`config.mk`:
```
export PLATFORM = sky130hd
export DESIGN_NAME = tviol_capture
export DESIGN_NICKNAME = d
export VERILOG_FILES = /design/src/rtl/tviol_pkg.sv /design/src/rtl/tviol_arm_delay.sv /design/src/rtl/tviol_group_flag.sv /design/src/rtl/tviol_sampler.sv /design/src/rtl/tviol_rail_merge.sv /design/src/rtl/tviol_capture.sv
export SDC_FILE = /design/constraint.sdc
export NUM_CORES = 1
export LEC_CHECK = 0
export ABC_AREA = 1
export ABC_CLOCK_PERIOD_IN_PS = 2100
export BUFFER_PORTS_ARGS = -buffer_cell sky130_fd_sc_hd__buf_2
export CORE_AREA = 2 2 43 45
export CTS_CLUSTER_DIAMETER = 30
export DETAILED_ROUTE_END_ITERATION = 8
export DIE_AREA = 0 0 45 47
export GPL_ROUTABILITY_DRIVEN = 0
export PLACE_DENSITY = 0.77
export RECOVER_POWER = 100
export SLEW_MARGIN = 30
export SYNTH_ARGS = -nofsm -noshare
export SYNTH_HDL_FRONTEND = slang
export SYNTH_SLANG_ARGS = --single-unit
```
`constraint.sdc`:
```
create_clock -name clk -period 2.1 [get_ports clk]
set_input_delay 0 -clock clk [delete_from_list [all_inputs] [get_ports clk]]
set_output_delay 0 -clock clk [all_outputs]
set_load 0.03 [all_outputs]
```
`src/rtl/tviol_pkg.sv`:
```
package tviol_pkg;
    typedef enum logic [1:0] {
        SMP_IDLE   = 2'd0,
        SMP_SETTLE = 2'd1,
        SMP_HIT    = 2'd2,
        SMP_CLEAN  = 2'd3
    } smp_state_t;
endpackage

```
`src/rtl/tviol_arm_delay.sv`:
```
module tviol_arm_delay #(
    parameter int COMP_DELAY = 1
) (
    input  logic clk,
    input  logic rst_n,
    input  logic stage_open_i,
    output logic arm_o
);
    generate
        if (COMP_DELAY == 0) begin : g_direct
            assign arm_o = stage_open_i;
        end else begin : g_chain
            logic [COMP_DELAY-1:0] chain_q;
            always_ff @(posedge clk) begin
                if (!rst_n) chain_q[0] <= 1'b0;
                else        chain_q[0] <= stage_open_i;
            end
            for (genvar i = 1; i < COMP_DELAY; i++) begin : g_tap
                always_ff @(posedge clk) begin
                    if (!rst_n) chain_q[i] <= 1'b0;
                    else        chain_q[i] <= chain_q[i-1];
                end
            end
            assign arm_o = chain_q[COMP_DELAY-1];

            if (COMP_DELAY == 1) begin : g_chk
                // the arm signal is still low in the cycle the transparency rises
                a_r4_comp_lag: assert property (@(posedge clk) disable iff (!rst_n)
                    $rose(stage_open_i) |-> !arm_o);
            end
        end
    endgenerate
endmodule

```
`src/rtl/tviol_group_flag.sv`:
```
module tviol_group_flag #(
    parameter int GROUP_WIDTH = 3
) (
    input  logic                   clk,
    input  logic                   rst_n,
    input  logic                   arm_i,
    input  logic [GROUP_WIDTH-1:0] pulse_i,
    output logic                   flag_o
);
    logic any_pulse;
    assign any_pulse = |pulse_i;

    always_ff @(posedge clk) begin
        if (!rst_n)                  flag_o <= 1'b0;
        else if (arm_i && any_pulse) flag_o <= 1'b1;
        else if (!arm_i)             flag_o <= 1'b0;
    end

    a_r1_flag_set: assert property (@(posedge clk) disable iff (!rst_n)
        (arm_i && any_pulse) |=> flag_o);

    a_r2_flag_clear: assert property (@(posedge clk) disable iff (!rst_n)
        !arm_i |=> !flag_o);
endmodule

```
`src/rtl/tviol_sampler.sv`:
```
module tviol_sampler
    import tviol_pkg::*;
#(
    parameter int SETTLE_CYCLES = 2
) (
    input  logic clk,
    input  logic rst_n,
    input  logic sample_i,
    input  logic flags_or_i,
    output logic viol_o,
    output logic clean_o
);
    localparam int CW = (SETTLE_CYCLES > 1) ? $clog2(SETTLE_CYCLES) : 1;

    smp_state_t    state_q, state_d;
    logic          sample_q;
    logic          seen_q;
    logic [CW-1:0] cnt_q;
    logic          start;
    logic          cnt_done;

    assign start    = sample_i && !sample_q;
    assign cnt_done = (int'(cnt_q) >= SETTLE_CYCLES - 1);

    // state register and companions
    always_ff @(posedge clk) begin
        if (!rst_n) begin
            state_q  <= SMP_IDLE;
            sample_q <= 1'b0;
            seen_q   <= 1'b0;
            cnt_q    <= '0;
        end else begin
            state_q  <= state_d;
            sample_q <= sample_i;
            if (state_q == SMP_IDLE && start) seen_q <= flags_or_i;
            if (state_q == SMP_SETTLE) cnt_q <= cnt_q + 1'b1;
            else                       cnt_q <= '0;
        end
    end

    // next state
    always_comb begin
        state_d = state_q;
        unique case (state_q)
            SMP_IDLE: begin
                if (start) begin
                    if (SETTLE_CYCLES == 0) state_d = flags_or_i ? SMP_HIT : SMP_CLEAN;
                    else                    state_d = SMP_SETTLE;
                end
            end
            SMP_SETTLE: begin
                if (!sample_i)     state_d = SMP_IDLE;
                else if (cnt_done) state_d = seen_q ? SMP_HIT : SMP_CLEAN;
            end
            SMP_HIT, SMP_CLEAN: begin
                if (!sample_i) state_d = SMP_IDLE;
            end
            default: state_d = SMP_IDLE;
        endcase
    end

    // outputs
    always_comb begin
        viol_o  = 1'b0;
        clean_o = 1'b0;
        unique case (state_q)
            SMP_HIT:   viol_o  = 1'b1;
            SMP_CLEAN: clean_o = 1'b1;
            default: ;
        endcase
    end

    a_r8_release: assert property (@(posedge clk) disable iff (!rst_n)
        !sample_i |=> (!viol_o && !clean_o));

    a_r5_hold_result: assert property (@(posedge clk) disable iff (!rst_n)
        (sample_i && (viol_o || clean_o)) |=> ($stable(viol_o) && $stable(clean_o)));

    generate
        if (SETTLE_CYCLES > 0) begin : g_settle_chk
            a_r7_unresolved: assert property (@(posedge clk) disable iff (!rst_n)
                (start && state_q == SMP_IDLE) |=> (!viol_o && !clean_o));
        end
    endgenerate
endmodule

```
`src/rtl/tviol_rail_merge.sv`:
```
module tviol_rail_merge #(
    parameter int NUM_SMP = 2
) (
    input  logic               clk,
    input  logic               rst_n,
    input  logic [NUM_SMP-1:0] viol_i,
    input  logic [NUM_SMP-1:0] clean_i,
    output logic               viol_o,
    output logic               clean_o
);
    assign viol_o  = |viol_i;
    assign clean_o = &clean_i;

    a_r6_never_both: assert property (@(posedge clk) disable iff (!rst_n)
        !(viol_o && clean_o));

    a_r9_merge_onehot: assert property (@(posedge clk) disable iff (!rst_n)
        $onehot0({viol_o, clean_o}));
endmodule

```
`src/rtl/tviol_capture.sv`:
```
module tviol_capture #(
    parameter int GROUP_WIDTH    = 3,
    parameter int GROUPS_PER_SMP = 4,
    parameter int NUM_SMP        = 2,
    parameter int COMP_DELAY     = 1,
    parameter int SETTLE_CYCLES  = 2,
    localparam int LATCHES_PER_SMP = GROUP_WIDTH * GROUPS_PER_SMP,
    localparam int NUM_LATCHES     = LATCHES_PER_SMP * NUM_SMP
) (
    input  logic                   clk,
    input  logic                   rst_n,
    input  logic                   stage_open_i,
    input  logic                   sample_i,
    input  logic [NUM_LATCHES-1:0] pulse_i,
    output logic                   viol_o,
    output logic                   clean_o
);
    localparam int NUM_GROUPS = GROUPS_PER_SMP * NUM_SMP;

    logic                  arm;
    logic [NUM_GROUPS-1:0] flags;
    logic [NUM_SMP-1:0]    smp_viol;
    logic [NUM_SMP-1:0]    smp_clean;

    tviol_arm_delay #(.COMP_DELAY(COMP_DELAY)) u_arm (
        .clk          (clk),
        .rst_n        (rst_n),
        .stage_open_i (stage_open_i),
        .arm_o        (arm)
    );

    generate
        for (genvar g = 0; g < NUM_GROUPS; g++) begin : g_grp
            tviol_group_flag #(.GROUP_WIDTH(GROUP_WIDTH)) u_flag (
                .clk     (clk),
                .rst_n   (rst_n),
                .arm_i   (arm),
                .pulse_i (pulse_i[g*GROUP_WIDTH +: GROUP_WIDTH]),
                .flag_o  (flags[g])
            );
        end
        for (genvar s = 0; s < NUM_SMP; s++) begin : g_smp
            tviol_sampler #(.SETTLE_CYCLES(SETTLE_CYCLES)) u_smp (
                .clk        (clk),
                .rst_n      (rst_n),
                .sample_i   (sample_i),
                .flags_or_i (|flags[s*GROUPS_PER_SMP +: GROUPS_PER_SMP]),
                .viol_o     (smp_viol[s]),
                .clean_o    (smp_clean[s])
            );
        end
    endgenerate

    tviol_rail_merge #(.NUM_SMP(NUM_SMP)) u_merge (
        .clk     (clk),
        .rst_n   (rst_n),
        .viol_i  (smp_viol),
        .clean_i (smp_clean),
        .viol_o  (viol_o),
        .clean_o (clean_o)
    );
endmodule

```
Yosys cells after proc, flatten, opt, wreduce, memory -nomap -nowiden
Index checks and enable logic that the tools add are counted.
Widths: inputs -> output; s select.

operators by class
  add/subtract/negate cells = 2
  $lt $le $gt $ge = 2
  eq/ne operators = 20
  muxes and demuxes = 23
  reductions and logical operators = 32

operators with widths
  operator             number
  $reduce_or 3->1      8
  $ne 2x1->1 const B   9
  $mux 1               15
  $mux 2               6
  $pmux 2 s3           2
  $logic_and 1x1->1    11
  $eq 2x2->1 const B   4
  $reduce_or 4->1      2
  $ne 2x2->1 const B   3
  $ne 3x2->1 const B   2
  $reduce_and 2->1     3
  $reduce_and 3->1     2
  $reduce_or 2->1      3
  $eq 2x1->1 const B   2
  $logic_not 2->1      2
  $add 1x1->1 const B  2
  $ge 1x1->1 const B   2
  $logic_not 1->1      1

storage, ports and cells
  register bits after elaboration = 18
  bits of input ports = 28
  output and inout port bits = 2

Logic depth before layout (Yosys ltp)
  depth after elaboration = 4
  gate-level depth with buffers = 6

Cells and area by module
A second synthesis with hierarchy kept.

second synthesis, totals
  cells, all modules = 124
  area total of the unflattened synthesis = 842.1 um^2

by module, submodules not included
  module            instances  cells an instance  area an instance (um^2)  seq. area each (um^2)
  tviol_sampler     2          35                 241.5                    100.1
  tviol_group_flag  8          5                  36.3                     20.0
  tviol_arm_delay   1          3                  27.5                     20.0
  tviol_capture     1          6                  22.5                     0.0
  tviol_rail_merge  1          5                  18.8                     0.0

Worst setup path before layout
OpenSTA, ideal clock, no wires.

  path kind = reg-to-output
  start point = reg g_smp[0].u_smp.state_q[0]
  end point = out clean_o
  arrival time = 1,449 ps
  required time = 2,100 ps
  path slack = 651 ps
  cell stages (with the launch flop) = 3
  cell sequence = dfxtp_1 inv_2 nor4_1

between the ends
  word-level cells in the longest chain between the ends = 3

ends and longest elaborated chain
  element                 RTL line                RTL
  start, declared         tviol_sampler.sv:15     smp_state_t state_q, state_d;
  start signal, assigned  tviol_sampler.sv:33     state_q <= state_d;
  $eq 2x2->1              tviol_sampler.sv:66     unique case (state_q)
  $mux 1                  tviol_sampler.sv:66
  $reduce_and 2->1        tviol_rail_merge.sv:12  assign clean_o = &clean_i;
  end, declared           tviol_capture.sv:16     output logic clean_o

Every way passes these cells.

Final worst setup path
Ends and elaborated chain as after synthesis.

==> out/metrics.yaml <==
grt_max_degree: 12
cts_buffer_depth: 2
utilization: 0.679
critPathLaunchType: "flip-flop"
multi_input_area_um2: 312
syn_to_final_growth_pct: 46.4
crit_slowest_cell: "dfxtp_1"
initial_core_util: 0.464
final_area_um2: 1120
rsz0062_at_grt: "no"
critPathBufInv: 2
vias_per_cell: 4.99
clock-sinks: 18
max_freq_mhz: 714
tightestPinTransition_ps: 364
global_route.usage.met1: 0.207
die_h_um: 47
die_area_um2: 2120
final-hold-violation-count: 0
busiest_layer: "met2"
dp_hpwl_um: 1120
synth_ff_type: "dfxtp_1"
clk_pin_slew_worst_paths_ps: 90
cp_slowest_stage_delay_ps: 400
synth_fp_nets: 127
ios: 30
cts_root_buffer: "clkbuf_4"
fin_crit_sh: 0.667
regArea_um2: 360
synth_edf_count: 0
p_leak_nw: 0.527
final_antenna_net_count: 0
first_pass_iters: 4
ys_types: 19
final_nets: 179
fin_crit_ps: 1400
drt_iter0_markers: 12
worst-path-max-fanout: 5
worstSkewPairLatency_ps: 290
syn_area_um2: 766
h-tree-depth: 1
p_sw_w: 0.000183
layout_setup_ws_ps: 700
use_met3: 0.0385
crit_family: "buffers and inverters"
wl_um: 1850
critPathRequiredTime_ps: 2100
reg2reg_setup_slack_ps: 780
io_buffers: 29
max_slew_margin: 0.758
drcViolationCount: 0
grt_first_pass_wirelength_um: 2970
fin_worst_skew_ps: 5.39
ys_seq_area_frac: 0.471
core_region_area_um2: 1650
fp.dieW_um: 45
ys_ff_latch: 18
synthCells: 99
powerDensity_nw_per_um2: 609
grt_usage: 0.195
p_sw_frac: 0.267
layout_commonest_cell: "buf_2"
setup_violations: 0
maxSlewViolCount: 0
cp.arrival_ps: 1400
final_layout_size_suffix_gt1_frac: 0.242
peakVddDrop_uv: 391
cts_made_buffers: 3
overflow: 0
final_cell_mix: "buf_2, dlygate4sd3_1, dfxtp_1, inv_1, nand2_1"
wire_per_inst_um: 11.2
async_reset_ff_frac: 0
tritoncts: "yes"
yosysWarnings: 0
use_met2: 0.363
pre_cts_slack_ps: 1140
dpl_cell_area_um2: 921
clkPwrFrac: 0.247
syn_area_per_cell_um2: 7.73
maxCapViolCount: 0
path_cells: "inv_1 -> nor4_1 -> clkbuf_1"
num_rows: 15
nFillCells: 133
antenna_found_initial: 0
grt_pass1_vias: 772
tns_ps: 0
n_antenna_cell: 0
cp-end-kind: "output port"
vias: 829
path_class: "flip-flop to output port"
status: "complete, no violations"
p_seq_frac: 0.553
p_int_w: 0.000500
comb_power_share: 0.200
hold_path.class: "primary input to flip-flop"
cells by family (layout without fill, tap and decap cells):
| kind of cell | count (synthesis) | count (layout) | share of synthesized area |
|---|---|---|---|
| DFF | 18 | 18 | 0.471 |
| AOI/OAI and AO/OA | 17 | 17 | 0.141 |
| and+or+nand+nor | 43 | 43 | 0.276 |
| buffers and inverters | 21 | 71 | 0.113 |
final timing paths:
kind	startpoint	to	depth (start not counted)
setup / recovery	g_smp[0].u_smp.state_q[0]$_SDFFE_PN0P_	clean_o	3
hold / removal	sample_i	g_smp[1].u_smp.sample_q$_SDFF_PN0_	3
setup reg to reg	g_grp[2].u_flag.flag_o$_SDFFE_PN0P_	g_grp[2].u_flag.flag_o$_SDFFE_PN0P_	3
hold reg to reg	g_smp[0].u_smp.cnt_q$_SDFF_PN0_	g_smp[0].u_smp.cnt_q$_SDFF_PN0_	1
synthesized netlist by cell type (4+ instances only):
cell type | n | area [um2]
dfxtp_1 | 18 | 360
inv_1 | 14 | 52.6
nand2_1 | 11 | 41.3
a21oi_1 | 10 | 50.1
nor3_1 | 10 | 50.1
nand3_1 | 6 | 30.0
inv_2 | 5 | 18.8
nor4_1 | 5 | 31.3
nor2_1 | 4 | 15.0
nor2_2 | 4 | 25.0
tightest hold or removal path: stages:
cell     delay (ps)
buf_2           170
nand2_1          70
inv_1            40
layout make-up:
cell class                      instances  area share
Inverter                               20      0.0670
Timing Repair Buffer                   48       0.295
Sequential cell                        18       0.321
Clock buffer                            3      0.0201
Tap cell                               17      0.0190
Multi-Input combinational cell         60       0.278
power by group through the flow:
stage | Combinational (W) | Sequential (W) | Clock, W
after global routing | 0.000154 | 0.000382 | 0.000188
after detailed placement | 0.000114 | 0.000387 | 0
after global placement | 0.000109 | 0.000386 | 0
after floorplan | 0.0000774 | 0.000384 | 0
after CTS | 0.000138 | 0.000379 | 0.000168
final | 0.000137 | 0.000377 | 0.000169
state kept, by name, summed over array words and instances (netlist names):
register and count:
g_smp.u_smp.cnt_q 2, g_smp.u_smp.state_q 4, g_grp.u_flag.flag_o 8, g_smp.u_smp.sample_q 1
u_arm.arm_o 1, g_smp.u_smp.seen_q 2
repair_timing:
action                                  in CTS  in global routing
hold endpoints to repair                    10                  0
hold buffers                                19                  0
resized for setup                            0                  0
buffers inserted                             0                  0
endpoints found under the setup margin       0                  0
metal layers:
layer  vias to the layer above  wire length, um
met5                         -                0
met4                         0               42
met3                         6              111
met2                        33              945
met1                       360              752
li1                        430                -
per-stage QoR:
stage	hold WS, ps	std cells	power, W
CTS	22.6	166	0.000686
global route	42.1	166	0.000723
finish	28.3	166	0.000683
detailed placement	197	144	0.000501
floorplan	93.5	99	0.000462
global placement	183	144	0.000495
No activity file was read; power rests on OpenSTA's default activity.
